--- src/rtl/fermat_xform_pkg.sv ---
package fermat_xform_pkg;

  // transform size follows from the Fermat index t: n = 2^t, N = 2n
  localparam int T_EXP         = 2;
  localparam int WORD_W        = 2 ** T_EXP;
  localparam int NPOINT        = 2 * WORD_W;
  localparam int LOG2N         = T_EXP + 1;
  localparam int SAMPLE_W      = WORD_W + 1;
  localparam int MODULUS       = (2 ** WORD_W) + 1;
  // 2 has order N, so 2^(N - log2N) is the inverse of N
  localparam int INV_SCALE_ROT = NPOINT - LOG2N;
  localparam int LATENCY       = LOG2N + 1;

  typedef logic [WORD_W-1:0] word_t;

  // carry-save pair: residue = s + c + 2 (mod 2^n+1)
  typedef struct packed {
    word_t s;
    word_t c;
  } cs_pair_t;

  typedef cs_pair_t [NPOINT-1:0] cs_vec_t;

  // doubling of a diminished-1 word: shift up, invert the bit that leaves
  function automatic word_t rot1(input word_t w);
    return {w[WORD_W-2:0], ~w[WORD_W-1]};
  endfunction

  function automatic cs_pair_t pair_rot1(input cs_pair_t p);
    cs_pair_t r;
    r.s = rot1(p.s);
    r.c = rot1(p.c);
    return r;
  endfunction

  // multiply a pair by 2^k, k below NPOINT
  function automatic cs_pair_t pair_rotk(input cs_pair_t p, input int k);
    cs_pair_t r;
    r = p;
    for (int i = 0; i < NPOINT; i++) begin
      if (i < k) r = pair_rot1(r);
    end
    return r;
  endfunction

  function automatic cs_pair_t pair_neg(input cs_pair_t p);
    cs_pair_t r;
    r.s = ~p.s;
    r.c = ~p.c;
    return r;
  endfunction

  // 3-2 counter modulo 2^n+1: x+y+z = s + c - 1
  function automatic cs_pair_t csa3(input word_t x, input word_t y, input word_t z);
    cs_pair_t r;
    word_t    maj;
    maj = (x & y) | (x & z) | (y & z);
    r.s = x ^ y ^ z;
    r.c = rot1(maj);
    return r;
  endfunction

  // 4-2 compressor modulo 2^n+1: a+b+c+d = s + c - 2
  function automatic cs_pair_t comp4(input word_t a, input word_t b,
                                     input word_t c, input word_t d);
    cs_pair_t t;
    t = csa3(a, b, c);
    return csa3(t.s, t.c, d);
  endfunction

  function automatic cs_pair_t pair_add(input cs_pair_t u, input cs_pair_t v);
    return comp4(u.s, u.c, v.s, v.c);
  endfunction

endpackage

--- src/rtl/fermat_conv_stage.sv ---
module fermat_conv_stage
  import fermat_xform_pkg::*;
(
  input  logic                               clk,
  input  logic                               rst_n,
  input  logic                               valid_i,
  input  logic                               mode_i,
  input  logic [NPOINT-1:0][SAMPLE_W-1:0]    samples_i,
  output logic                               valid_o,
  output logic                               mode_o,
  output cs_vec_t                            pairs_o
);

  localparam int NBFLY = NPOINT / 2;

  cs_vec_t pairs_nx;

  // binary sample a = 2^n*ah + al is al - ah modulo 2^n+1
  for (genvar b = 0; b < NBFLY; b++) begin : g_conv
    word_t lo_a, lo_b, hi_a, hi_b;

    assign lo_a = samples_i[2*b][WORD_W-1:0];
    assign lo_b = samples_i[2*b+1][WORD_W-1:0];
    assign hi_a = {{(WORD_W-1){1'b0}}, samples_i[2*b][WORD_W]};
    assign hi_b = {{(WORD_W-1){1'b0}}, samples_i[2*b+1][WORD_W]};

    // sum lane: al + bl + (-ah-2) + (-bh-2), the offsets cancel the pair bias
    assign pairs_nx[2*b]   = comp4(lo_a, lo_b, ~hi_a, ~hi_b);
    // difference lane: al + (-bl-2) + (-ah-2) + bh
    assign pairs_nx[2*b+1] = comp4(lo_a, ~lo_b, ~hi_a, hi_b);
  end

  always_ff @(posedge clk or negedge rst_n) begin
    if (!rst_n) begin
      valid_o <= 1'b0;
      mode_o  <= 1'b0;
      pairs_o <= '0;
    end else begin
      valid_o <= valid_i;
      if (valid_i) begin
        mode_o  <= mode_i;
        pairs_o <= pairs_nx;
      end
    end
  end

endmodule

--- src/rtl/fermat_bfly_stage.sv ---
module fermat_bfly_stage
  import fermat_xform_pkg::*;
#(
  parameter int STAGE = 2
) (
  input  logic    clk,
  input  logic    rst_n,
  input  logic    valid_i,
  input  logic    mode_i,
  input  cs_vec_t pairs_i,
  output logic    valid_o,
  output logic    mode_o,
  output cs_vec_t pairs_o
);

  localparam int NBFLY     = NPOINT / 2;
  localparam int HALF_SPAN = 2 ** (STAGE - 1);
  localparam int TW_STEP   = NPOINT / (2 * HALF_SPAN);

  cs_vec_t pairs_nx;

  for (genvar b = 0; b < NBFLY; b++) begin : g_bfly
    localparam int GRP  = b / HALF_SPAN;
    localparam int IDX  = b % HALF_SPAN;
    localparam int TOP  = GRP * 2 * HALF_SPAN + IDX;
    localparam int BOT  = TOP + HALF_SPAN;
    localparam int EXPO = IDX * TW_STEP;

    cs_pair_t tw_lo;

    assign tw_lo          = pair_rotk(pairs_i[BOT], EXPO);
    assign pairs_nx[TOP]  = pair_add(pairs_i[TOP], tw_lo);
    assign pairs_nx[BOT]  = pair_add(pairs_i[TOP], pair_neg(tw_lo));
  end

  always_ff @(posedge clk or negedge rst_n) begin
    if (!rst_n) begin
      valid_o <= 1'b0;
      mode_o  <= 1'b0;
      pairs_o <= '0;
    end else begin
      valid_o <= valid_i;
      if (valid_i) begin
        mode_o  <= mode_i;
        pairs_o <= pairs_nx;
      end
    end
  end

endmodule

--- src/rtl/fermat_final_stage.sv ---
module fermat_final_stage
  import fermat_xform_pkg::*;
(
  input  logic                           clk,
  input  logic                           rst_n,
  input  logic                           valid_i,
  input  logic                           mode_i,
  input  cs_vec_t                        pairs_i,
  output logic                           done_o,
  output logic [NPOINT-1:0][WORD_W-1:0]  dim_o,
  output logic [NPOINT-1:0]              zero_o
);

  localparam logic [WORD_W:0] ONE_X  = (WORD_W+1)'(1);
  localparam logic [WORD_W:0] MOD_X  = (WORD_W+1)'(MODULUS);
  localparam logic [WORD_W:0] NEG1_X = (WORD_W+1)'(2 ** WORD_W);

  logic [NPOINT-1:0][WORD_W-1:0] dim_nx;
  logic [NPOINT-1:0]             zero_nx;

  for (genvar p = 0; p < NPOINT; p++) begin : g_lane
    localparam int MIRROR = (NPOINT - p) % NPOINT;

    cs_pair_t        picked;
    cs_pair_t        scaled;
    logic [WORD_W:0] raw;
    logic [WORD_W:0] red;

    // inverse: mirrored forward position, then times 1/N
    assign picked = mode_i ? pairs_i[MIRROR] : pairs_i[p];
    assign scaled = mode_i ? pair_rotk(picked, INV_SCALE_ROT) : picked;

    // s + c + 1 is the diminished-1 code before reduction
    assign raw = {1'b0, scaled.s} + {1'b0, scaled.c} + ONE_X;
    assign red = (raw >= MOD_X) ? (raw - MOD_X) : raw;

    assign zero_nx[p] = (red == NEG1_X);
    assign dim_nx[p]  = zero_nx[p] ? '0 : red[WORD_W-1:0];
  end

  always_ff @(posedge clk or negedge rst_n) begin
    if (!rst_n) begin
      done_o <= 1'b0;
      dim_o  <= '0;
      zero_o <= '0;
    end else begin
      done_o <= valid_i;
      if (valid_i) begin
        dim_o  <= dim_nx;
        zero_o <= zero_nx;
      end
    end
  end

endmodule

--- src/rtl/fermat_xform.sv ---
module fermat_xform
  import fermat_xform_pkg::*;
(
  input  logic                             clk,
  input  logic                             rst_n,
  input  logic                             start,
  input  logic                             inverse,
  input  logic [NPOINT-1:0][SAMPLE_W-1:0]  samples,
  output logic                             done,
  output logic [NPOINT-1:0][WORD_W-1:0]    dim_out,
  output logic [NPOINT-1:0]                zero_out
);

  cs_vec_t stage_data [LOG2N:1];
  logic    stage_vld  [LOG2N:1];
  logic    stage_mode [LOG2N:1];

  fermat_conv_stage i_conv (
    .clk       (clk),
    .rst_n     (rst_n),
    .valid_i   (start),
    .mode_i    (inverse),
    .samples_i (samples),
    .valid_o   (stage_vld[1]),
    .mode_o    (stage_mode[1]),
    .pairs_o   (stage_data[1])
  );

  for (genvar s = 2; s <= LOG2N; s++) begin : g_stage
    fermat_bfly_stage #(
      .STAGE (s)
    ) i_bfly (
      .clk     (clk),
      .rst_n   (rst_n),
      .valid_i (stage_vld[s-1]),
      .mode_i  (stage_mode[s-1]),
      .pairs_i (stage_data[s-1]),
      .valid_o (stage_vld[s]),
      .mode_o  (stage_mode[s]),
      .pairs_o (stage_data[s])
    );
  end

  fermat_final_stage i_final (
    .clk     (clk),
    .rst_n   (rst_n),
    .valid_i (stage_vld[LOG2N]),
    .mode_i  (stage_mode[LOG2N]),
    .pairs_i (stage_data[LOG2N]),
    .done_o  (done),
    .dim_o   (dim_out),
    .zero_o  (zero_out)
  );

endmodule

--- config.mk ---
export PLATFORM = sky130hd
export DESIGN_NAME = fermat_xform
export DESIGN_NICKNAME = d
export VERILOG_FILES = /design/src/rtl/fermat_xform_pkg.sv /design/src/rtl/fermat_conv_stage.sv /design/src/rtl/fermat_bfly_stage.sv /design/src/rtl/fermat_final_stage.sv /design/src/rtl/fermat_xform.sv
export SDC_FILE = /design/constraint.sdc
export NUM_CORES = 1
export LEC_CHECK = 0
export BUFFER_PORTS_ARGS = -buffer_cell sky130_fd_sc_hd__buf_2
export CAP_MARGIN = 25
export CORE_MARGIN = 2
export CORE_UTILIZATION = 55
export DETAILED_ROUTE_END_ITERATION = 10
export GPL_ROUTABILITY_DRIVEN = 0
export PLACE_DENSITY = 0.73
export RECOVER_POWER = 50
export SYNTH_ARGS = -nofsm -noshare
export SYNTH_HDL_FRONTEND = slang
export SYNTH_SLANG_ARGS = --single-unit
--- constraint.sdc ---
create_clock -name clk -period 4.2 [get_ports clk]
set_input_delay 0.21 -clock clk [delete_from_list [all_inputs] [get_ports clk]]
set_output_delay 0.21 -clock clk [all_outputs]
set_load 0.02 [all_outputs]
==> results of run 1 <==
## cells in the final DEF (no fill, tap or decap), types with 12 or more instances in the layout
cell                        synthesis  layout
sky130_fd_sc_hd__fa_1             152     152
sky130_fd_sc_hd__mux2_2            39      39
sky130_fd_sc_hd__inv_1            277     277
sky130_fd_sc_hd__clkbuf_1          48      47
sky130_fd_sc_hd__nand2_1          100     100
sky130_fd_sc_hd__dfrtp_1          239     238
sky130_fd_sc_hd__mux2i_1           63      63
sky130_fd_sc_hd__xnor2_1           12      12
sky130_fd_sc_hd__ha_1              96      96
sky130_fd_sc_hd__o21ai_0           89      89
sky130_fd_sc_hd__clkbuf_16          0      27
sky130_fd_sc_hd__nor2_1           138     138
sky130_fd_sc_hd__a21oi_1          135     135
sky130_fd_sc_hd__buf_2              2      47
sky130_fd_sc_hd__a21o_1            16      16
## cell usage after synthesis, types with 7 or more instances
| library cell | instances |
|---|---|
| sky130_fd_sc_hd__inv_1 | 277 |
| sky130_fd_sc_hd__dfrtp_1 | 239 |
| sky130_fd_sc_hd__fa_1 | 152 |
| sky130_fd_sc_hd__nor2_1 | 138 |
| sky130_fd_sc_hd__a21oi_1 | 135 |
| sky130_fd_sc_hd__nand2_1 | 100 |
| sky130_fd_sc_hd__ha_1 | 96 |
| sky130_fd_sc_hd__o21ai_0 | 89 |
| sky130_fd_sc_hd__mux2i_1 | 63 |
| sky130_fd_sc_hd__clkbuf_1 | 48 |
| sky130_fd_sc_hd__mux2_2 | 39 |
| sky130_fd_sc_hd__a21o_1 | 16 |
| sky130_fd_sc_hd__xnor2_1 | 12 |
| sky130_fd_sc_hd__a31oi_1 | 10 |
| sky130_fd_sc_hd__buf_1 | 7 |
| sky130_fd_sc_hd__nand3_1 | 7 |
## cell type report
cell class / count / area [um2]
clock buffers: 40 / 754
multi-input cells: 946 / 8370
flip-flops and latches: 239 / 5980
repair buffers: 96 / 464
fillers: 2322 / 10700
inverters: 278 / 1040
clock inverters: 7 / 60.1
well taps: 378 / 473
## tightest hold or removal path: cells and delay by family
family	cells	cell delay, ps
multiplexers	1	60
adder cells (fa/ha/maj)	1	170
buffers and inverters	2	210
## power groups by stage
stage / Clock, mW / Sequential [mW] / Combinational, mW
after CTS: 2.25 / 3.89 / 8.79
final: 2.19 / 3.90 / 8.73
after global placement: 0 / 3.88 / 8.34
after detailed placement: 0 / 3.93 / 8.68
after floorplan: 0 / 3.90 / 6.35
after global routing: 2.33 / 4.03 / 9.93
## final timing paths
path / startpoint / end / slack, ps / depth (start not counted)
max in group asynchronous: rst_n / i_conv.pairs_o[7] / 1280 / 3
min in group asynchronous: rst_n / i_final.dim_o[20] / 770 / 2
hold reg to reg: i_final.zero_o[3] / i_final.zero_o[3] / 480 / 1
setup reg to reg: g_stage[3].i_bfly.valid_o / i_final.zero_o[3] / 750 / 5
setup / recovery: g_stage[3].i_bfly.valid_o / i_final.zero_o[3] / 750 / 5
hold / removal: samples[29] / i_conv.pairs_o[44] / 160 / 4
## per-stage QoR
step	util	setup WS (ps)	area [um2]	instances	hold slack (ps)
2_1_floorplan	-	983	15600	1520	-85.6
3_3_place_gp	0.589	857	16400	1935	236
3_5_place_dp	0.589	812	16400	1935	238
4_1_cts	0.619	800	17200	1984	153
5_1_grt	0.616	320	17100	1984	190
6_report	0.616	754	17100	1984	164
## sequential cells by signal, summed over array words and instances, names as in the netlist
signal,count
g_stage.i_bfly.mode_o,2
g_stage.i_bfly.pairs_o,128
g_stage.i_bfly.valid_o,2
i_conv.mode_o,1
i_conv.pairs_o,64
i_conv.valid_o,1
i_final.dim_o,32
i_final.done_o,1
i_final.zero_o,8
## routing by layer
metal  part of all wire  vias to the layer above
li1                   -                     4979
met1               0.49                     4999
met2               0.45                      213
met3              0.040                       39
met4              0.019                        0
met5                  0                        -
## logic make-up (layout without fill, tap and decap cells)
family	after synthesis	in the layout	share of synthesized area
XOR/XNOR	18	18	0.0111
multiplexers	102	102	0.0685
adder cells (fa/ha/maj)	248	248	0.272
flip-flops	239	239	0.383
AND/OR/NAND/NOR	283	283	0.0758
buffers and inverters	335	421	0.0807
AO/OA/AOI/OAI	295	295	0.109
==> impl_results.html, run 1 <==
<table>
<tr><th>Metric</th><th>Value</th></tr>
<tr><th colspan="2">Yosys</th></tr>
<tr><td>Dominant synthesized flop cell</td><td>sky130_fd_sc_hd__dfrtp_1</td></tr>
<tr><td>Avg Cell Area, Syn</td><td>10.3 um2</td></tr>
<tr><td>Sequential element share of the synthesized area</td><td>0.383</td></tr>
<tr><td>Cell count after synthesis</td><td>1520</td></tr>
<tr><td>Post-Synthesis Net Count</td><td>1812</td></tr>
<tr><td>Largest cells by area after synthesis</td><td>sky130_fd_sc_hd__dfrtp_1, sky130_fd_sc_hd__fa_1, sky130_fd_sc_hd__ha_1, sky130_fd_sc_hd__inv_1, sky130_fd_sc_hd__a21oi_1</td></tr>
<tr><td>Ys Warns</td><td>0</td></tr>
<tr><td>FFs w/ async S/R, synth</td><td>1.00</td></tr>
<tr><td>Share of Yosys cell area claimed by the top area cell type</td><td>0.383</td></tr>
<tr><td>Biggest area consumer among synthesized cells</td><td>sky130_fd_sc_hd__dfrtp_1</td></tr>
<tr><td>Cell variety after synth</td><td>62</td></tr>
<tr><td>Number of synthesized register bits</td><td>239</td></tr>
<tr><td>Number of enable flip-flop cells after synthesis</td><td>0</td></tr>
<tr><td>Synthesized area</td><td>15600 um2</td></tr>
<tr><th colspan="2">Global routing</th></tr>
<tr><td>All-Layer GR Usage</td><td>0.220</td></tr>
<tr><td>Vias in the first global route</td><td>10400</td></tr>
<tr><td>Global-route wire length before repair</td><td>52100 um</td></tr>
<tr><td>Layer with the highest usage</td><td>met2</td></tr>
<tr><td>Initial antenna violation count</td><td>0</td></tr>
<tr><td>Total global routing overflow</td><td>0</td></tr>
<tr><td>Global-route track usage on met1</td><td>0.332</td></tr>
<tr><td>Met2 capacity usage during global routing</td><td>0.346</td></tr>
<tr><td>Global routing met3 resource utilization</td><td>0.0236</td></tr>
<tr><td>Maximum number of pins on one net before global-route repair</td><td>86</td></tr>
<tr><th colspan="2">STA</th></tr>
<tr><td>Portion of the clock cycle consumed by the worst path in the final layout</td><td>0.820</td></tr>
<tr><td>Hold Vio Cnt, Final</td><td>0</td></tr>
<tr><td>Final setup vio count</td><td>0</td></tr>
<tr><td>Min Clock Period, post-route</td><td>3450 ps</td></tr>
<tr><td>Setup repair after global routing missed its margin</td><td>false</td></tr>
<tr><td>Total negative setup slack</td><td>0 ps</td></tr>
<tr><td>Achievable frequency</td><td>290 MHz</td></tr>
<tr><td>Pin slew with the least headroom to its limit</td><td>3740 ps</td></tr>
<tr><td>Clock Skews</td><td>7.19 ps</td></tr>
<tr><td>Number of pins with negative max-slew slack in the final report</td><td>344</td></tr>
<tr><td>Worst slew margin relative to its limit</td><td>-1.49</td></tr>
<tr><th colspan="2">Power and ir drop</th></tr>
<tr><td>Clock network fraction of total power</td><td>0.148</td></tr>
<tr><td>Power density relative to cell area</td><td>864 nW/um2</td></tr>
<tr><td>LEAKAGE</td><td>8.38 nW</td></tr>
<tr><td>Net switching power figure</td><td>6.65 mW</td></tr>
<tr><td>Internal power consumption</td><td>8.16 mW</td></tr>
<tr><td>Combinational group share of total power</td><td>0.589</td></tr>
<tr><td>Power, Total</td><td>14.8 mW</td></tr>
<tr><td>Switching Share</td><td>0.449</td></tr>
<tr><td>Peak supply drop</td><td>343 uV</td></tr>
<tr><td>Sequential group share of total power</td><td>0.263</td></tr>
<tr><th colspan="2">Cells and area</th></tr>
<tr><td>Share of cells above drive strength 1</td><td>0.0922</td></tr>
<tr><td>Net count of the finished layout</td><td>1879</td></tr>
<tr><td>Area growth syn-to-layout</td><td>9.86%</td></tr>
<tr><td>Count of antenna diodes in the layout</td><td>0</td></tr>
<tr><th colspan="2">Status</th></tr>
<tr><td>Result of the run</td><td>finished, violations left</td></tr>
<tr><td>Violations in the final reports</td><td>max-capacitance violations, max-slew violations</td></tr>
<tr><th colspan="2">Worst setup path</th></tr>
<tr><td>Largest fanout on the critical path</td><td>47</td></tr>
<tr><td>Sort of element at the start of the critical path</td><td>register</td></tr>
<tr><td>Worst path required time</td><td>4650 ps</td></tr>
<tr><td>Kind of end point of the critical path</td><td>register</td></tr>
<tr><td>Category of the most critical setup path</td><td>reg2reg</td></tr>
<tr><td>Library cell contributing the largest single delay on the critical path</td><td>sky130_fd_sc_hd__clkbuf_1</td></tr>
<tr><td>Critical Path AT</td><td>3900 ps</td></tr>
<tr><td>Cells traversed along the worst timing path</td><td>clkbuf_1, inv_1, a2111oi_0, o2111ai_1, o2bb2ai_1</td></tr>
<tr><td>Cell family with the largest share of critical-path delay</td><td>buffers and inverters</td></tr>
<tr><td>Number of buffer and inverter stages on the critical path</td><td>2</td></tr>
<tr><td>Peak per-stage delay on the critical path</td><td>1350 ps</td></tr>
<tr><th colspan="2">Floorplan</th></tr>
<tr><td>Site row count</td><td>61</td></tr>
<tr><td>Die width</td><td>172 um</td></tr>
<tr><td>Area of the core</td><td>27900 um2</td></tr>
<tr><td>Number of ports placed on the die boundary</td><td>85</td></tr>
<tr><td>Starting utilization of the core area</td><td>0.560</td></tr>
<tr><td>Die outline height</td><td>172 um</td></tr>
<tr><td>Die area</td><td>29700 um2</td></tr>
<tr><th colspan="2">Clock network</th></tr>
<tr><td>Post-CTS sizing</td><td>0</td></tr>
<tr><td>Clock buffers created by TritonCTS</td><td>26</td></tr>
<tr><td>Clock edge transition at the registers on the reported setup and hold paths</td><td>60 ps</td></tr>
<tr><td>CTS Sinks</td><td>239</td></tr>
<tr><td>Number of buffers inserted to repair setup after CTS</td><td>0</td></tr>
<tr><td>Maximum level of the CTS H-tree</td><td>1</td></tr>
<tr><td>Clock tree from TritonCTS</td><td>yes</td></tr>
<tr><td>Maximum buffer depth of the clock tree</td><td>3</td></tr>
<tr><td>Clock latency reported for the late side of the worst-skew pair</td><td>530 ps</td></tr>
<tr><td>Clock root buffer</td><td>sky130_fd_sc_hd__clkbuf_16</td></tr>
<tr><td>CTS Hold Buffers Added</td><td>2</td></tr>
<tr><th colspan="2">Routing</th></tr>
<tr><td>Number of vias in the routed layout</td><td>10200</td></tr>
<tr><td>Remaining antenna violation count after routing</td><td>0</td></tr>
<tr><td>Remaining routing DRC violations</td><td>0</td></tr>
<tr><td>Number of optimization iterations in the first detailed-route pass</td><td>5</td></tr>
<tr><td>Overall routed net length</td><td>30800 um</td></tr>
<tr><td>Detailed-route wire length per cell</td><td>15.5 um</td></tr>
<tr><td>Vias per inst</td><td>5.16</td></tr>
<tr><td>Starting DRT DRC Count</td><td>606</td></tr>
<tr><th colspan="2">Placement</th></tr>
<tr><td>Port Buffers</td><td>84</td></tr>
<tr><td>DPL Wire Length</td><td>23500 um</td></tr>
<tr><th colspan="2">Job</th></tr>
<tr><td>Number of max-capacitance violations reported</td><td>5</td></tr>
<tr><th colspan="2">Worst hold path</th></tr>
<tr><td>HP Class</td><td>in2reg</td></tr>
</table>
Note: power is estimated with default switching activity, not from simulation.
==> run 2, diff against run 1 <==
--- a/config.mk
+++ b/config.mk
@@ -11,7 +11,7 @@
 export CORE_UTILIZATION = 55
 export DETAILED_ROUTE_END_ITERATION = 10
 export GPL_ROUTABILITY_DRIVEN = 0
-export PLACE_DENSITY = 0.73
+export PLACE_DENSITY = 0.76
 export RECOVER_POWER = 50
 export SYNTH_ARGS = -nofsm -noshare
 export SYNTH_HDL_FRONTEND = slang
==> constraint.sdc (replaced) <==
create_clock -name clk -period 2.95 [get_ports clk]
set_input_delay 0.1475 -clock clk [delete_from_list [all_inputs] [get_ports clk]]
set_output_delay 0.1475 -clock clk [all_outputs]
set_load 0.02 [all_outputs]
==> impl_results.html, run 2 (same netlist as run 1, synthesis figures left out) <==
<table>
<tr><th>Metric</th><th>Value</th></tr>
<tr><th colspan="2">Clock network</th></tr>
<tr><td>Clock buffers created by TritonCTS</td><td>26 (unchanged)</td></tr>
<tr><td>Clock tree from TritonCTS</td><td>yes (unchanged)</td></tr>
<tr><td>Clock root buffer</td><td>sky130_fd_sc_hd__clkbuf_16 (unchanged)</td></tr>
<tr><td>CTS Sinks</td><td>239 (unchanged)</td></tr>
<tr><td>Maximum level of the CTS H-tree</td><td>1 (unchanged)</td></tr>
<tr><td>Maximum buffer depth of the clock tree</td><td>3 (unchanged)</td></tr>
<tr><td>Clock latency reported for the late side of the worst-skew pair</td><td>530 ps (about the same)</td></tr>
<tr><td>Clock edge transition at the registers on the reported setup and hold paths</td><td>60 ps (about the same)</td></tr>
<tr><th colspan="2">Cells and area</th></tr>
<tr><td>Fill count</td><td>2189 (was 2322)</td></tr>
<tr><td>Most common cell after layout, fill and taps aside</td><td>sky130_fd_sc_hd__inv_1 (unchanged)</td></tr>
<tr><td>Net count of the finished layout</td><td>1901 (was 1879)</td></tr>
<tr><td>Count of non-filler cells in the finished layout</td><td>2004 (was 1984)</td></tr>
<tr><td>Count of antenna diodes in the layout</td><td>0 (unchanged)</td></tr>
<tr><td>Sequential cell area</td><td>5990 um2 (was 5980 um2)</td></tr>
<tr><td>Share of cells above drive strength 1</td><td>0.147 (was 0.0922)</td></tr>
<tr><td>Largest Register</td><td>g_stage.i_bfly.pairs_o (unchanged)</td></tr>
<tr><td>Area of the multi-input gates</td><td>8550 um2 (was 8370 um2)</td></tr>
<tr><td>Area growth syn-to-layout</td><td>13.3% (was 9.86%)</td></tr>
<tr><td>Post-layout utilization of the core</td><td>0.635 (was 0.616)</td></tr>
<tr><td>Leading cell types in the layout, fill and taps excluded</td><td>sky130_fd_sc_hd__inv_1, sky130_fd_sc_hd__dfrtp_1, sky130_fd_sc_hd__fa_1, sky130_fd_sc_hd__nor2_1, sky130_fd_sc_hd__a21oi_1 (unchanged)</td></tr>
<tr><td>Largest registers</td><td>g_stage.i_bfly.pairs_o x128, i_conv.pairs_o x64, i_final.dim_o x32 (unchanged)</td></tr>
<tr><td>Largest register FFs</td><td>128 (unchanged)</td></tr>
<tr><th colspan="2">STA</th></tr>
<tr><td>Pin slew with the least headroom to its limit</td><td>2170 ps (was 3740 ps)</td></tr>
<tr><td>Portion of the clock cycle consumed by the worst path in the final layout</td><td>0.963 (was 0.820)</td></tr>
<tr><td>Hold Vio Cnt, Final</td><td>0 (unchanged)</td></tr>
<tr><td>Post-layout worst setup margin</td><td>108 ps (was 754 ps)</td></tr>
<tr><td>Min Clock Period, post-route</td><td>2840 ps (was 3450 ps)</td></tr>
<tr><td>Achievable frequency</td><td>352 MHz (was 290 MHz)</td></tr>
<tr><td>Worst slew margin relative to its limit</td><td>-0.444 (was -1.49)</td></tr>
<tr><td>Clock Skews</td><td>11.3 ps (was 7.19 ps)</td></tr>
<tr><td>Number of pins with negative max-slew slack in the final report</td><td>114 (was 344)</td></tr>
<tr><td>Final setup vio count</td><td>0 (unchanged)</td></tr>
<tr><td>Hold slack final</td><td>98.7 ps (was 164 ps)</td></tr>
<tr><th colspan="2">Power and ir drop</th></tr>
<tr><td>Combinational group share of total power</td><td>0.607 (was 0.589)</td></tr>
<tr><td>Clock network fraction of total power</td><td>0.148 (about the same)</td></tr>
<tr><td>LEAKAGE</td><td>8.64 nW (was 8.38 nW)</td></tr>
<tr><td>Net switching power figure</td><td>10.0 mW (was 6.65 mW)</td></tr>
<tr><td>Sequential group share of total power</td><td>0.245 (was 0.263)</td></tr>
<tr><td>Power density relative to cell area</td><td>1270 nW/um2 (was 864 nW/um2)</td></tr>
<tr><td>Power, Total</td><td>22.5 mW (was 14.8 mW)</td></tr>
<tr><td>Switching Share</td><td>0.447 (was 0.449)</td></tr>
<tr><td>Internal power consumption</td><td>12.4 mW (was 8.16 mW)</td></tr>
<tr><td>Peak supply drop</td><td>520 uV (was 343 uV)</td></tr>
<tr><th colspan="2">Floorplan</th></tr>
<tr><td>Die width</td><td>172 um (unchanged)</td></tr>
<tr><td>Die outline height</td><td>172 um (unchanged)</td></tr>
<tr><td>Die area</td><td>29700 um2 (unchanged)</td></tr>
<tr><td>Number of ports placed on the die boundary</td><td>85 (unchanged)</td></tr>
<tr><td>Area of the core</td><td>27900 um2 (unchanged)</td></tr>
<tr><td>Starting utilization of the core area</td><td>0.560 (unchanged)</td></tr>
<tr><td>Site row count</td><td>61 (unchanged)</td></tr>
<tr><th colspan="2">Worst setup path</th></tr>
<tr><td>Largest fanout on the critical path</td><td>5 (was 47)</td></tr>
<tr><td>Critical Path AT</td><td>3310 ps (was 3900 ps)</td></tr>
<tr><td>Kind of end point of the critical path</td><td>register (unchanged)</td></tr>
<tr><td>Category of the most critical setup path</td><td>reg2reg (unchanged)</td></tr>
<tr><td>FF-to-FF Start</td><td>g_stage[3].i_bfly.mode_o (was g_stage[3].i_bfly.valid_o)</td></tr>
<tr><td>Library cell contributing the largest single delay on the critical path</td><td>sky130_fd_sc_hd__fa_1 (was sky130_fd_sc_hd__clkbuf_1)</td></tr>
<tr><td>Worst path required time</td><td>3420 ps (was 4650 ps)</td></tr>
<tr><td>Cell family with the largest share of critical-path delay</td><td>adder cells (was buffers and inverters)</td></tr>
<tr><td>Peak per-stage delay on the critical path</td><td>530 ps (was 1350 ps)</td></tr>
<tr><td>Worst path most repeated cell</td><td>sky130_fd_sc_hd__inv_2</td></tr>
<tr><td>Slack of the worst reg-to-reg path</td><td>110 ps (was 750 ps)</td></tr>
<tr><td>Number of cells on the worst reg-to-reg path</td><td>11 (was 5)</td></tr>
<tr><td>Sort of element at the start of the critical path</td><td>register (unchanged)</td></tr>
<tr><td>End of the worst register-to-register path</td><td>i_final.zero_o[5] (was i_final.zero_o[3])</td></tr>
<tr><td>Number of buffer and inverter stages on the critical path</td><td>3 (was 2)</td></tr>
<tr><td>Cells traversed along the worst timing path</td><td>buf_12, mux2i_1, ha_2, inv_2, fa_1, inv_2, ha_4, or3_4, nor3b_1, a211oi_1, a32o_1 (was clkbuf_1, inv_1, a2111oi_0, o2111ai_1, o2bb2ai_1)</td></tr>
<tr><th colspan="2">Status</th></tr>
<tr><td>Violations in the final reports</td><td>max-capacitance violations, max-slew violations (unchanged)</td></tr>
<tr><td>Result of the run</td><td>finished, violations left (unchanged)</td></tr>
<tr><th colspan="2">Global routing</th></tr>
<tr><td>Maximum number of pins on one net before global-route repair</td><td>102 (was 86)</td></tr>
<tr><td>Initial antenna violation count</td><td>0 (unchanged)</td></tr>
<tr><td>Total global routing overflow</td><td>0 (unchanged)</td></tr>
<tr><td>Global-route wire length before repair</td><td>53500 um (was 52100 um)</td></tr>
<tr><td>All-Layer GR Usage</td><td>0.225 (was 0.220)</td></tr>
<tr><td>Vias in the first global route</td><td>10800 (was 10400)</td></tr>
<tr><th colspan="2">Routing</th></tr>
<tr><td>Vias per inst</td><td>5.26 (was 5.16)</td></tr>
<tr><td>Number of vias in the routed layout</td><td>10600 (was 10200)</td></tr>
<tr><td>Remaining routing DRC violations</td><td>0 (unchanged)</td></tr>
<tr><td>Remaining antenna violation count after routing</td><td>0 (unchanged)</td></tr>
<tr><td>Starting DRT DRC Count</td><td>685 (was 606)</td></tr>
<tr><td>Number of optimization iterations in the first detailed-route pass</td><td>6 (was 5)</td></tr>
<tr><td>Detailed-route wire length per cell</td><td>16.1 um (was 15.5 um)</td></tr>
<tr><td>Overall routed net length</td><td>32300 um (was 30800 um)</td></tr>
<tr><th colspan="2">Placement</th></tr>
<tr><td>DPL Wire Length</td><td>24000 um (was 23500 um)</td></tr>
<tr><td>Cell count after placement</td><td>1948 (was 1935)</td></tr>
<tr><td>Post-place setup slack</td><td>-110 ps (was 812 ps)</td></tr>
<tr><td>Port Buffers</td><td>84 (unchanged)</td></tr>
<tr><th colspan="2">Job</th></tr>
<tr><td>Number of max-capacitance violations reported</td><td>2 (was 5)</td></tr>
<tr><th colspan="2">Worst hold path</th></tr>
<tr><td>Worst min-delay path startpoint</td><td>samples[29] (unchanged)</td></tr>
<tr><td>HP Class</td><td>in2reg (unchanged)</td></tr>
<tr><td>Terminating pin of the worst hold path</td><td>i_conv.pairs_o[44] (unchanged)</td></tr>
<tr><td>Hold depth</td><td>4 (unchanged)</td></tr>
</table>
-- run 2: layout make-up --
| class | count | area share |
|---|---|---|
| timing repair buffer | 118 | 0.0434 |
| clock inverter | 6 | 0.00594 |
| tap | 378 | 0.0267 |
| sequential | 239 | 0.338 |
| clock buffer | 39 | 0.0430 |
| inverter | 278 | 0.0590 |
| multi-input combinational | 946 | 0.483 |
-- run 2: stage by stage --
step | cell area (um2) | setup TNS (ps)
after floorplan | 15600 | 0
after global placement | 16500 | 0
after detailed placement | 16500 | -233
after CTS | 17500 | 0
after global routing | 17700 | -56.4
final | 17700 | 0
-- run 2: power by group through the flow --
stage | clock [mW] | sequential (mW) | combinational [mW]
floorplan | 0 | 5.55 | 9.05
detailed placement | 0 | 5.54 | 12.7
global placement | 0 | 5.46 | 12.1
global route | 3.50 | 5.66 | 15.3
finish | 3.33 | 5.51 | 13.7
CTS | 3.37 | 5.48 | 12.9
-- run 2: timing repair --
item / in CTS / in global routing
hold buffers: 3 / 0
hold endpoints to repair: 57 / 0
gates resized for setup: 0 / 42
pin swaps: 1 / 15
setup buffers: 3 / 5
setup endpoints to repair: 5 / 15
-- run 2: routing by layer --
layer,up-vias,routed length (um),global-route usage
met2,265,15100,0.368
met5,-,0,0
met4,0,563,0.0435
met3,43,1460,0.0254
met1,5214,15200,0.331
li1,5028,-,-
-- run 2: worst max path at each step --
stage | startpoint | endpoint | cells past startpoint
floorplan | g_stage[3].i_bfly.mode_o | i_final.zero_o[5] | 12
global placement | g_stage[3].i_bfly.mode_o | i_final.dim_o[9] | 10
detailed placement | g_stage[3].i_bfly.mode_o | i_final.dim_o[17] | 11
CTS | g_stage[3].i_bfly.mode_o | i_final.zero_o[5] | 11
global route | g_stage[3].i_bfly.mode_o | i_final.zero_o[3] | 11
finish | g_stage[3].i_bfly.mode_o | i_final.zero_o[5] | 11
-- run 2: worst min-delay path, stage by stage --
cell	delay, ps
sky130_fd_sc_hd__buf_2	100
sky130_fd_sc_hd__inv_1	110
sky130_fd_sc_hd__fa_1	170
sky130_fd_sc_hd__mux2i_1	60
==> run 3, diff against run 2 <==
--- a/config.mk
+++ b/config.mk
@@ -11,7 +11,7 @@
 export CORE_UTILIZATION = 55
 export DETAILED_ROUTE_END_ITERATION = 10
 export GPL_ROUTABILITY_DRIVEN = 0
-export PLACE_DENSITY = 0.76
+export PLACE_DENSITY = 0.86
 export RECOVER_POWER = 50
 export SYNTH_ARGS = -nofsm -noshare
 export SYNTH_HDL_FRONTEND = slang
==> impl_results.html, run 3 (same netlist as run 1, synthesis figures left out) <==
<table>
<tr><th>Metric</th><th>Value</th></tr>
<tr><th colspan="2">Cells and area</th></tr>
<tr><td>Most common cell after layout, fill and taps aside</td><td>sky130_fd_sc_hd__inv_1 (unchanged)</td></tr>
<tr><td>Count of non-filler cells in the finished layout</td><td>2008 (was 2004)</td></tr>
<tr><td>Largest register FFs</td><td>128 (unchanged)</td></tr>
<tr><td>Leading cell types in the layout, fill and taps excluded</td><td>sky130_fd_sc_hd__inv_1, sky130_fd_sc_hd__dfrtp_1, sky130_fd_sc_hd__fa_1, sky130_fd_sc_hd__nor2_1, sky130_fd_sc_hd__a21oi_1 (unchanged)</td></tr>
<tr><td>Largest registers</td><td>g_stage.i_bfly.pairs_o x128, i_conv.pairs_o x64, i_final.dim_o x32 (unchanged)</td></tr>
<tr><td>Net count of the finished layout</td><td>1903 (was 1901)</td></tr>
<tr><td>Area growth syn-to-layout</td><td>13.4% (was 13.3%)</td></tr>
<tr><td>Share of cells above drive strength 1</td><td>0.155 (was 0.147)</td></tr>
<tr><td>Count of antenna diodes in the layout</td><td>0 (unchanged)</td></tr>
<tr><td>Largest Register</td><td>g_stage.i_bfly.pairs_o (unchanged)</td></tr>
<tr><th colspan="2">Routing</th></tr>
<tr><td>Vias per inst</td><td>5.46 (was 5.26)</td></tr>
<tr><td>Starting DRT DRC Count</td><td>1038 (was 685)</td></tr>
<tr><td>Remaining routing DRC violations</td><td>0 (unchanged)</td></tr>
<tr><td>Number of vias in the routed layout</td><td>11000 (was 10600)</td></tr>
<tr><td>Overall routed net length</td><td>34700 um (was 32300 um)</td></tr>
<tr><td>Number of optimization iterations in the first detailed-route pass</td><td>5 (was 6)</td></tr>
<tr><td>Remaining antenna violation count after routing</td><td>0 (unchanged)</td></tr>
<tr><td>Detailed-route wire length per cell</td><td>17.3 um (was 16.1 um)</td></tr>
<tr><th colspan="2">Clock network</th></tr>
<tr><td>Maximum level of the CTS H-tree</td><td>1 (unchanged)</td></tr>
<tr><td>Maximum buffer depth of the clock tree</td><td>3 (unchanged)</td></tr>
<tr><td>Clock tree from TritonCTS</td><td>yes (unchanged)</td></tr>
<tr><td>CTS Sinks</td><td>239 (unchanged)</td></tr>
<tr><td>Clock edge transition at the registers on the reported setup and hold paths</td><td>60 ps (about the same)</td></tr>
<tr><td>Clock root buffer</td><td>sky130_fd_sc_hd__clkbuf_16 (unchanged)</td></tr>
<tr><td>Clock latency reported for the late side of the worst-skew pair</td><td>530 ps (about the same)</td></tr>
<tr><td>Clock buffers created by TritonCTS</td><td>26 (unchanged)</td></tr>
<tr><th colspan="2">Worst setup path</th></tr>
<tr><td>Sort of element at the start of the critical path</td><td>register (unchanged)</td></tr>
<tr><td>Category of the most critical setup path</td><td>reg2reg (unchanged)</td></tr>
<tr><td>Worst path required time</td><td>3360 ps (was 3420 ps)</td></tr>
<tr><td>Cell family with the largest share of critical-path delay</td><td>adder cells (unchanged)</td></tr>
<tr><td>Kind of end point of the critical path</td><td>register (unchanged)</td></tr>
<tr><td>Peak per-stage delay on the critical path</td><td>530 ps (about the same)</td></tr>
<tr><td>Number of buffer and inverter stages on the critical path</td><td>4 (was 3)</td></tr>
<tr><td>Cells traversed along the worst timing path</td><td>buf_12, buf_16, buf_4, mux2i_1, fa_1, inv_2, ha_1, o21ai_0, a21oi_1, o21ai_0, a21oi_1, o2bb2ai_1 (was buf_12, mux2i_1, ha_2, inv_2, fa_1, inv_2, ha_4, or3_4, nor3b_1, a211oi_1, a32o_1)</td></tr>
<tr><td>Critical Path AT</td><td>3310 ps (about the same)</td></tr>
<tr><td>Library cell contributing the largest single delay on the critical path</td><td>sky130_fd_sc_hd__fa_1 (unchanged)</td></tr>
<tr><td>Largest fanout on the critical path</td><td>14 (was 5)</td></tr>
<tr><th colspan="2">Floorplan</th></tr>
<tr><td>Site row count</td><td>61 (unchanged)</td></tr>
<tr><td>Starting utilization of the core area</td><td>0.560 (unchanged)</td></tr>
<tr><td>Die area</td><td>29700 um2 (unchanged)</td></tr>
<tr><td>Die width</td><td>172 um (unchanged)</td></tr>
<tr><td>Die outline height</td><td>172 um (unchanged)</td></tr>
<tr><td>Number of ports placed on the die boundary</td><td>85 (unchanged)</td></tr>
<tr><td>Area of the core</td><td>27900 um2 (unchanged)</td></tr>
<tr><th colspan="2">STA</th></tr>
<tr><td>Final setup vio count</td><td>0 (unchanged)</td></tr>
<tr><td>Post-layout worst setup margin</td><td>54.3 ps (was 108 ps)</td></tr>
<tr><td>Worst slew margin relative to its limit</td><td>-0.358 (was -0.444)</td></tr>
<tr><td>Min Clock Period, post-route</td><td>2900 ps (was 2840 ps)</td></tr>
<tr><td>Hold Vio Cnt, Final</td><td>0 (unchanged)</td></tr>
<tr><td>Achievable frequency</td><td>345 MHz (was 352 MHz)</td></tr>
<tr><td>Clock Skews</td><td>12.6 ps (was 11.3 ps)</td></tr>
<tr><td>Number of pins with negative max-slew slack in the final report</td><td>161 (was 114)</td></tr>
<tr><td>Portion of the clock cycle consumed by the worst path in the final layout</td><td>0.982 (was 0.963)</td></tr>
<tr><td>Pin slew with the least headroom to its limit</td><td>2040 ps (was 2170 ps)</td></tr>
<tr><th colspan="2">Global routing</th></tr>
<tr><td>Initial antenna violation count</td><td>0 (unchanged)</td></tr>
<tr><td>All-Layer GR Usage</td><td>0.239 (was 0.225)</td></tr>
<tr><td>Vias in the first global route</td><td>11300 (was 10800)</td></tr>
<tr><td>Total global routing overflow</td><td>0 (unchanged)</td></tr>
<tr><td>Global-route wire length before repair</td><td>56200 um (was 53500 um)</td></tr>
<tr><td>Maximum number of pins on one net before global-route repair</td><td>93 (was 102)</td></tr>
<tr><th colspan="2">Job</th></tr>
<tr><td>Number of max-capacitance violations reported</td><td>2 (unchanged)</td></tr>
<tr><th colspan="2">Power and ir drop</th></tr>
<tr><td>LEAKAGE</td><td>8.66 nW (was 8.64 nW)</td></tr>
<tr><td>Power density relative to cell area</td><td>1280 nW/um2 (was 1270 nW/um2)</td></tr>
<tr><td>Peak supply drop</td><td>590 uV (was 520 uV)</td></tr>
<tr><th colspan="2">Placement</th></tr>
<tr><td>Cell count after placement</td><td>1948 (unchanged)</td></tr>
<tr><td>DPL Wire Length</td><td>24800 um (was 24000 um)</td></tr>
<tr><td>Post-place setup slack</td><td>-65.8 ps (was -110 ps)</td></tr>
<tr><td>Port Buffers</td><td>84 (unchanged)</td></tr>
<tr><th colspan="2">Worst hold path</th></tr>
<tr><td>HP Class</td><td>in2reg (unchanged)</td></tr>
<tr><th colspan="2">Status</th></tr>
<tr><td>Violations in the final reports</td><td>max-capacitance violations, max-slew violations (unchanged)</td></tr>
<tr><td>Result of the run</td><td>finished, violations left (unchanged)</td></tr>
</table>
run 3: where the power goes:
| part | switching, mW | internal (mW) |
|---|---|---|
| registers | 0.961 | 4.58 |
| clock network | 1.33 | 1.84 |
| logic | 8.06 | 5.89 |
run 3: per-layer routing:
| metal | wire, um | global-route usage | up-vias |
|---|---|---|---|
| met5 | 0 | 0 | - |
| met4 | 1000 | 0.0683 | 0 |
| met1 | 15000 | 0.325 | 5452 |
| met3 | 2180 | 0.0414 | 75 |
| met2 | 16500 | 0.396 | 416 |
| li1 | - | - | 5024 |
run 3: final timing paths:
kind | start | end | slack (ps) | depth (start not counted)
setup reg to reg | g_stage[3].i_bfly.mode_o | i_final.zero_o[3] | 50 | 12
min in group asynchronous | rst_n | i_final.zero_o[3] | 730 | 2
hold reg to reg | i_final.dim_o[11] | i_final.dim_o[11] | 480 | 2
hold / removal | samples[6] | i_conv.pairs_o[6] | 120 | 5
max in group asynchronous | rst_n | i_final.dim_o[24] | 640 | 3
setup / recovery | g_stage[3].i_bfly.mode_o | i_final.zero_o[3] | 50 | 12
run 3: final cells by class:
class	instances	area (um2)
Sequential cell	239	5990
Multi-Input combinational cell	946	8560
Clock inverter	8	46.3
Fill cell	2049	10200
Timing Repair Buffer	120	795
Tap cell	378	473
Inverter	278	1040
Clock buffer	39	791
run 3: what timing repair did:
action	CTS	global route
hold endpoints to repair	73	0
endpoints found under the setup margin	8	22
gates cloned	0	1
pin swaps	1	13
setup buffers	4	6
resized for setup	4	45
hold buffers	2	0
run 3: worst min-delay path: stages:
cell and delay, ps:
sky130_fd_sc_hd__buf_2 110, sky130_fd_sc_hd__inv_1 50, sky130_fd_sc_hd__ha_1 130, sky130_fd_sc_hd__ha_1 110, sky130_fd_sc_hd__a21oi_1 50
run 3: metrics by stage:
| step | power (mW) | setup TNS, ps | instance area [um2] | hold WS [ps] | utilization |
|---|---|---|---|---|---|
| after detailed placement | 18.2 | -210 | 16600 | 160 | 0.594 |
| after floorplan | 14.6 | 0 | 15600 | -148 | - |
| final | 22.7 | 0 | 17700 | 116 | 0.635 |
| after global routing | 24.6 | -190 | 17700 | 124 | 0.635 |
| after global placement | 17.4 | 0 | 16600 | 163 | 0.594 |
| after CTS | 21.8 | 0 | 17500 | 107 | 0.627 |
